**src/rtl/fwdclk_byte_tx_pkg.sv**
```systemverilog
package fwdclk_byte_tx_pkg;
   typedef enum logic [1:0] {
      ST_IDLE = 2'd0,
      ST_HOLD = 2'd1,
      ST_SEND = 2'd2
   } fbt_state_e;
endpackage

```
**src/rtl/fwdclk_byte_tx_seq.sv**
```systemverilog
// Sequencer: owns the byte state, the beat count and the forwarded clock phase.
module fwdclk_byte_tx_seq
   import fwdclk_byte_tx_pkg::*;
#(
   parameter int BEATS = 8
) (
   input  logic clk,
   input  logic rst_n,
   input  logic in_valid,
   input  logic rx_rdy,
   output logic in_ready,
   output logic load,
   output logic first,
   output logic step,
   output logic done,
   output logic tx_en,
   output logic tx_clk
);
   localparam int CW = (BEATS > 1) ? $clog2(BEATS) : 1;
   localparam logic [CW-1:0] LAST_BEAT = CW'(BEATS - 1);

   fbt_state_e    state_q;
   logic [CW-1:0] beat_q;
   logic          en_q;
   logic          clk_q;
   logic          last;

   always_comb begin
      last     = (beat_q == LAST_BEAT);
      in_ready = (state_q == ST_IDLE);
      load     = (state_q == ST_IDLE) && in_valid;
      first    = (state_q == ST_HOLD) && rx_rdy;
      step     = (state_q == ST_SEND) && !clk_q && !last;
      done     = (state_q == ST_SEND) && !clk_q && last;
   end

   always_ff @(posedge clk or negedge rst_n) begin
      if (!rst_n) begin
         state_q <= ST_IDLE;
         beat_q  <= '0;
         en_q    <= 1'b0;
         clk_q   <= 1'b0;
      end else begin
         unique case (state_q)
            ST_IDLE: begin
               if (load) state_q <= ST_HOLD;
            end
            ST_HOLD: begin
               if (first) begin
                  state_q <= ST_SEND;
                  en_q    <= 1'b1;
                  clk_q   <= 1'b1;
                  beat_q  <= '0;
               end
            end
            ST_SEND: begin
               if (clk_q) begin
                  clk_q <= 1'b0;
               end else if (last) begin
                  state_q <= ST_IDLE;
                  en_q    <= 1'b0;
               end else begin
                  clk_q  <= 1'b1;
                  beat_q <= beat_q + 1'b1;
               end
            end
            default: state_q <= ST_IDLE;
         endcase
      end
   end

   assign tx_en  = en_q;
   assign tx_clk = clk_q;
endmodule

```
**src/rtl/fwdclk_byte_tx_shreg.sv**
```systemverilog
// Shift register: holds the accepted byte and drives the data lanes.
module fwdclk_byte_tx_shreg #(
   parameter int DATA_W = 8,
   parameter int LANES  = 1
) (
   input  logic              clk,
   input  logic              rst_n,
   input  logic              load,
   input  logic [DATA_W-1:0] din,
   input  logic              first,
   input  logic              step,
   input  logic              done,
   output logic [LANES-1:0]  dout
);
   logic [DATA_W-1:0] hold_q;
   logic [DATA_W-1:0] hold_nx;
   logic [LANES-1:0]  head;
   logic [LANES-1:0]  dout_q;

   generate
      if (LANES == 1) begin : g_single
         assign head    = hold_q[DATA_W-1];
         assign hold_nx = {hold_q[DATA_W-2:0], 1'b0};
      end else begin : g_multi
         assign head    = hold_q[DATA_W-1 -: LANES];
         assign hold_nx = {hold_q[DATA_W-LANES-1:0], {LANES{1'b0}}};
      end
   endgenerate

   always_ff @(posedge clk or negedge rst_n) begin
      if (!rst_n) begin
         hold_q <= '0;
         dout_q <= '0;
      end else begin
         if (load) begin
            hold_q <= din;
         end else if (first || step) begin
            hold_q <= hold_nx;
            dout_q <= head;
         end else if (done) begin
            dout_q <= '0;
         end
      end
   end

   assign dout = dout_q;
endmodule

```
**src/rtl/fwdclk_byte_tx.sv**
```systemverilog
module fwdclk_byte_tx #(
   parameter int DATA_W = 8,
   parameter int LANES  = 1
) (
   input  logic              clk,
   input  logic              rst_n,
   input  logic              in_valid,
   input  logic [DATA_W-1:0] in_data,
   output logic              in_ready,
   input  logic              rx_rdy,
   output logic              tx_en,
   output logic              tx_clk,
   output logic [LANES-1:0]  tx_dat
);
   localparam int BEATS = DATA_W / LANES;

   generate
      if (!(LANES == 1 || LANES == 2)) begin : g_bad_lanes
         $error("fwdclk_byte_tx: LANES must be 1 or 2");
      end
      if ((DATA_W % LANES) != 0 || DATA_W < 2) begin : g_bad_width
         $error("fwdclk_byte_tx: DATA_W must be a multiple of LANES and at least 2");
      end
   endgenerate

   logic load, first, step, done;

   fwdclk_byte_tx_seq #(.BEATS(BEATS)) u_seq (
      .clk      (clk),
      .rst_n    (rst_n),
      .in_valid (in_valid),
      .rx_rdy   (rx_rdy),
      .in_ready (in_ready),
      .load     (load),
      .first    (first),
      .step     (step),
      .done     (done),
      .tx_en    (tx_en),
      .tx_clk   (tx_clk)
   );

   fwdclk_byte_tx_shreg #(.DATA_W(DATA_W), .LANES(LANES)) u_shreg (
      .clk   (clk),
      .rst_n (rst_n),
      .load  (load),
      .din   (in_data),
      .first (first),
      .step  (step),
      .done  (done),
      .dout  (tx_dat)
   );
endmodule

```
**config.mk**
```make
export PLATFORM = sky130hd
export DESIGN_NAME = fwdclk_byte_tx
export DESIGN_NICKNAME = d
export VERILOG_FILES = /design/src/rtl/fwdclk_byte_tx_pkg.sv /design/src/rtl/fwdclk_byte_tx_seq.sv /design/src/rtl/fwdclk_byte_tx_shreg.sv /design/src/rtl/fwdclk_byte_tx.sv
export SDC_FILE = /design/constraint.sdc
export NUM_CORES = 1
export LEC_CHECK = 0
export BUFFER_PORTS_ARGS = -buffer_cell sky130_fd_sc_hd__buf_2
export CAP_MARGIN = 0
export CORE_UTILIZATION = 57
export CTS_CLUSTER_DIAMETER = 80
export DETAILED_ROUTE_END_ITERATION = 10
export PLACE_DENSITY = 0.92
export SLEW_MARGIN = 20
export SYNTH_ARGS = -nofsm -noshare
export SYNTH_HDL_FRONTEND = slang
export SYNTH_SLANG_ARGS = --single-unit
```
**constraint.sdc**
```tcl
create_clock -name clk -period 4.9 [get_ports clk]
set_input_delay 0.245 -clock clk [delete_from_list [all_inputs] [get_ports clk]]
set_output_delay 0.245 -clock clk [all_outputs]
set_load 0.005 [all_outputs]
```
==> results of run 1 <==
## worst max path at each step
stage / startpoint / end / slack [ns] / depth (start not counted)
after floorplan: u_seq.beat_q[0]$_DFFE_PN0P_ / u_shreg.hold_q[1]$_DFFE_PN0P_ / 3.27 / 6
after global placement: u_seq.beat_q[0]$_DFFE_PN0P_ / u_shreg.hold_q[1]$_DFFE_PN0P_ / 3.01 / 5
after detailed placement: u_seq.beat_q[0]$_DFFE_PN0P_ / u_shreg.hold_q[7]$_DFFE_PN0P_ / 2.93 / 5
after CTS: u_seq.beat_q[0]$_DFFE_PN0P_ / u_shreg.hold_q[7]$_DFFE_PN0P_ / 2.92 / 5
after global routing: u_seq.beat_q[0]$_DFFE_PN0P_ / u_shreg.hold_q[7]$_DFFE_PN0P_ / 2.80 / 5
final: u_seq.beat_q[0]$_DFFE_PN0P_ / u_shreg.hold_q[7]$_DFFE_PN0P_ / 2.91 / 5
## routing by layer
metal | up-vias | share of wire | track usage
met5 | - | 0 | 0
met4 | 0 | 0.016 | 0.110
met3 | 4 | 0.054 | 0.0696
met2 | 29 | 0.50 | 0.378
met1 | 324 | 0.43 | 0.291
li1 | 327 | - | -
## through the flow
stage / cell area (um2) / cells
after floorplan: 900 / 87
after global placement: 945 / 112
after detailed placement: 945 / 112
after CTS: 991 / 117
after global routing: 991 / 117
final: 991 / 117
## cell type report
type | instances | share of cell area
Clock buffer | 4 | 0.0366
Inverter | 3 | 0.0114
Multi-Input combinational cell | 63 | 0.443
Sequential cell | 16 | 0.404
Tap cell | 15 | 0.0189
Timing Repair Buffer | 16 | 0.0859
## power breakdown
part | internal [mW] | switching [mW] | leakage, nW
logic | 0.103 | 0.118 | 0.264
clock network | 0.0454 | 0.0448 | 0.0210
registers | 0.189 | 0.0609 | 0.202
## registers in the layout, summed over array words and instances, names as in the netlist
name and flops:
u_seq.state_q 2, u_seq.tx_en 1, u_seq.tx_clk 1, u_shreg.hold_q 8, u_seq.beat_q 3, u_shreg.dout 1
## critical path: cells and delay by family (launching register included)
kind | cells | cell delay (ns)
AND/OR/NAND/NOR | 2 | 0.87
adder cells (fa/ha/maj) | 2 | 0.45
flip-flops | 1 | 0.41
AO/OA/AOI/OAI | 1 | 0.14
## what timing repair did
item,CTS,global route
hold endpoints to repair,16,0
hold buffers,1,0
gates resized for setup,0,0
buffers inserted,0,0
## cell families (layout without fill, tap and decap cells)
kind of cell             count (synthesis)  in the layout
flip-flops                              16             16
AO/OA/AOI/OAI                           23             23
multiplexers                             3              3
adder cells (fa/ha/maj)                  3              3
buffers and inverters                    8             23
AND/OR/NAND/NOR                         34             34
## Yosys cell counts, drive strengths merged
cell type  number  area (um2)
a211oi          1        7.51
a21oi           2        10.0
and3b           1        8.76
buf             4        45.0
clkbuf          1        3.75
dfrtp          16         400
ha              3        37.5
inv             3        11.3
mux2            3        33.8
nand2          17        63.8
nand2b          1        13.8
nand3b          2        15.0
nor2            7        26.3
nor2b           2        12.5
nor3b           1        7.51
nor4b           1        23.8
o211ai          7        87.6
o21ai          11        58.8
o2bb2ai         1        8.76
o31a            1        8.76
or2             1        6.26
or3b            1        8.76
==> impl_metrics.py, run 1 <==
metrics = {
    "die": {
        "coreArea_mm2": 0.00138,
        "fp-row-count": 13,
        "io_pins": 16,
        "die_h_um": 41.7,
        "initial_core_util": 0.651,
        "die_w_um": 41.7,
        "dieArea_mm2": 0.00174,
    },
    "synthesis": {
        "synthXorXnorAreaFrac": 0,
        "syn_area_per_cell_um2": 10.3,
        "yosysSeqAreaShare": 0.445,
        "synth-seq-cells": 16,
        "synth.distinct_cells": 24,
        "syn_area_um2": 900,
        "synth-simple-area-share": 0.207,
        "syn_nets": 102,
        "synthMuxAreaShare": 0.0376,
        "synth_top_family_by_area": "simple AND/OR/NAND/NOR gates",
        "yosysWarnings": 0,
        "synth_fa_ha_area_frac": 0.0417,
        "synth-compound-area-share": 0.202,
        "synth_cells": 87,
    },
    "route": {
        "avgRoutedWirePerCell_um": 15.0,
        "routed_via_density": 5.85,
        "drc": 0,
        "ant_nets": 0,
        "dr.pass1.iters": 4,
        "routed_wirelength_um": 1760,
        "drtIter0Drc": 27,
        "via_count": 684,
    },
    "finish": {
        "drive_gt1_frac": 0.284,
        "regArea_um2": 400,
        "final_cell_mix": "17 x nand2_1, 16 x dfrtp_1, 15 x buf_2, 9 x o21ai_0",
        "n_antenna_cell": 0,
        "final_common_cell": "nand2_1",
        "multiInputGateArea_um2": 439,
        "nNetsFinal": 118,
        "fillers": 109,
        "syn_to_final_growth_pct": 10.2,
        "final_core_util": 0.717,
    },
    "placement": {
        "io_buffers": 15,
        "place_congestion": 0.780,
        "pre_cts_slack_ns": 2.93,
        "post-dp-hpwl_um": 1260,
    },
    "timing": {
        "min_period_ns": 1.99,
        "rsz0062_at_grt": "no",
        "finalSetupViolations": 0,
        "finalSetupTns_ns": 0,
        "clock_skew_ns": 0.00638,
        "fmax_mhz": 503,
        "period_share": 0.405,
        "relSlewSlack": 0.344,
        "hold_ws_ns": 0.153,
        "fin_ws_ns": 2.91,
        "slew_viol_final": 0,
        "tightest_slew_ns": 0.981,
        "finalHoldViolations": 0,
    },
    "setup_path": {
        "path_class": "flop to flop",
        "reg2reg_from": "u_seq.beat_q[0]$_DFFE_PN0P_",
        "cp.required_ns": 5.07,
        "cp.arrival_ns": 2.16,
        "r2r_end": "u_shreg.hold_q[7]$_DFFE_PN0P_",
        "end_kind": "flop",
        "cp_slowest_stage_delay_ns": 0.47,
        "crit_fanout": 9,
        "crit_chain": "ha_1, ha_1, nor4b_4, or2_1, o211ai_2",
        "rrSetupSlack_ns": 2.91,
        "critPathMostFrequentCell": "ha_1",
        "cp_slowest_cell": "or2_1",
        "worstSetupStartpointType": "flop",
        "r2r_cells": 5,
    },
    "grt": {
        "grt_pass1_vias": 644,
        "antenna_found_initial": 0,
        "grt-ovfl-total": 0,
        "grt_max_degree": 17,
        "grt_pass1_wl_um": 2970,
        "grt.total_usage": 0.236,
    },
    "clocking": {
        "clk_latency_ns": 0.30,
        "cts_buffer_depth": 2,
        "clock-sinks": 16,
        "clockRootBuffer": "clkbuf_4",
        "htreeDepth": 1,
        "cts_tree": "yes",
        "path_clk_slew_ns": 0.10,
        "cts_buffers": 3,
    },
    "run_status": {
        "status": "completed",
    },
    "pwr": {
        "ir_drop_mv": 0.284,
        "p_leak_nw": 0.487,
        "power.total_mw": 0.561,
        "p_per_area_mw_per_mm2": 566,
    },
    "run": {
        "maxCapViolations": 0,
    },
    "hold_path": {
        "hold_end": "u_seq.state_q[0]$_DFFE_PN0P_",
        "hold_path_class": "primary input to flop",
        "hold_path_depth": 2,
        "hold_start": "rx_rdy",
    },
}
Note: power is estimated with default switching activity, not from simulation.
==> run 2, diff against run 1 <==
CORE_UTILIZATION = 53   (was 57)
PLACE_DENSITY = 0.87   (was 0.92)
clock period = 2 ns   (was 4.9 ns; I/O delays follow)
==> impl_metrics.py, run 2 (same netlist as run 1, synthesis figures left out) <==
metrics = {
    "finish": {
        "n_antenna_cell": 0,
        "largest_register_ffs": 8,
        "reg_top3": "u_shreg.hold_q x8, u_seq.beat_q x3, u_seq.state_q x2",
        "syn_to_final_growth_pct": 12.8,
        "regMostFlops": "u_shreg.hold_q",
        "nNetsFinal": 121,
        "final_cell_mix": "17 x nand2_1, 16 x dfrtp_1, 15 x buf_2, 9 x o21ai_0",
        "final_common_cell": "nand2_1",
        "fillers": 128,
        "final_core_util": 0.658,
        "drive_gt1_frac": 0.305,
    },
    "route": {
        "avgRoutedWirePerCell_um": 13.0,
        "routed_via_density": 5.44,
        "routed_wirelength_um": 1570,
        "dr.pass1.iters": 4,
        "via_count": 658,
        "drc": 0,
        "ant_nets": 0,
        "drtIter0Drc": 11,
    },
    "clocking": {
        "cts_tree": "yes",
        "clockRootBuffer": "clkbuf_4",
        "clock-sinks": 16,
        "path_clk_slew_ns": 0.09,
        "clk_latency_ns": 0.28,
        "cts_buffer_depth": 2,
        "cts_setup_buffers": 0,
        "cts.repair.resized": 0,
        "hold_buffers": 1,
        "cts_buffers": 3,
        "htreeDepth": 1,
    },
    "setup_path": {
        "cp.required_ns": 2.16,
        "path_class": "flop to flop",
        "end_kind": "flop",
        "worstSetupStartpointType": "flop",
        "crit_fanout": 9,
        "cp.arrival_ns": 1.94,
    },
    "timing": {
        "period_share": 0.893,
        "rsz0062_at_grt": "no",
        "finalSetupTns_ns": 0,
        "tightest_slew_ns": 0.459,
        "finalHoldViolations": 0,
        "min_period_ns": 1.79,
        "fin_ws_ns": 0.214,
        "clock_skew_ns": 0.00517,
        "fmax_mhz": 560,
        "relSlewSlack": 0.694,
        "hold_ws_ns": 0.0211,
        "slew_viol_final": 0,
        "finalSetupViolations": 0,
    },
    "run": {
        "maxCapViolations": 0,
    },
    "placement": {
        "io_buffers": 15,
        "pre_cts_slack_ns": 0.209,
        "place_congestion": 0.820,
        "post-dp-hpwl_um": 1160,
    },
    "pwr": {
        "p_leak_nw": 0.503,
        "ir_drop_mv": 0.745,
        "p_per_area_mw_per_mm2": 1350,
        "power.total_mw": 1.37,
    },
    "grt": {
        "antenna_found_initial": 0,
        "grt.total_usage": 0.203,
        "grt_pass1_vias": 663,
        "grt-ovfl-total": 0,
        "grt_max_degree": 17,
        "grt_pass1_wl_um": 2820,
    },
    "die": {
        "coreArea_mm2": 0.00154,
        "fp-row-count": 14,
        "die_h_um": 43.2,
        "dieArea_mm2": 0.00187,
        "initial_core_util": 0.584,
        "io_pins": 16,
        "die_w_um": 43.2,
    },
    "run_status": {
        "status": "completed",
    },
    "hold_path": {
        "hold_path_class": "primary input to flop",
    },
}
-- run 2: cell count changes in the layout (fill, tap and decap cells not counted) --
cell | previous run | this run
buf_4 | 0 | 3
-- run 2: worst max-delay path, cell delays in order (launching register included) --
cell	delay [ns]
dfrtp_1	0.41
ha_1	0.24
ha_1	0.23
nor4b_4	0.22
or2_1	0.43
o211ai_2	0.14
-- run 2: area by class of cell --
type	count	area (um2)	share of cell area
Tap cell	16	20.0	0.0197
Sequential cell	16	400	0.395
Clock buffer	4	36.3	0.0358
Timing Repair Buffer	19	108	0.106
Inverter	3	11.3	0.0111
Multi-Input combinational cell	63	439	0.433
-- run 2: power breakdown --
group	leakage (nW)	switching, mW	internal (mW)	total, mW
clock	0.0210	0.100	0.111	0.211
sequential	0.202	0.126	0.462	0.588
combinational	0.280	0.291	0.279	0.569
-- run 2: final timing paths --
path                                               start                             to  slack, ns  cells past startpoint
max                          u_seq.beat_q[0]$_DFFE_PN0P_  u_shreg.hold_q[1]$_DFFE_PN0P_       0.21                      5
min                                           in_data[6]  u_shreg.hold_q[6]$_DFFE_PN0P_       0.02                      3
max reg2reg                  u_seq.beat_q[0]$_DFFE_PN0P_  u_shreg.hold_q[1]$_DFFE_PN0P_       0.21                      5
min reg2reg                u_shreg.hold_q[7]$_DFFE_PN0P_       u_shreg.dout$_DFFE_PN0P_       0.49                      1
max in group asynchronous                          rst_n  u_shreg.hold_q[0]$_DFFE_PN0P_       1.49                      2
min in group asynchronous                          rst_n       u_seq.tx_clk$_DFFE_PN0P_       0.25                      2
-- run 2: layer usage --
| metal | GRT usage | wire length [um] | up-vias |
|---|---|---|---|
| met5 | 0 | 0 | - |
| met4 | 0.0727 | 0 | 0 |
| met3 | 0.0511 | 47 | 0 |
| met2 | 0.340 | 805 | 13 |
| met1 | 0.249 | 719 | 310 |
| li1 | - | - | 335 |
-- run 2: through the flow --
step | cells | area, um2
floorplan | 87 | 900
global placement | 116 | 968
detailed placement | 116 | 968
CTS | 121 | 1010
global route | 121 | 1010
finish | 121 | 1010
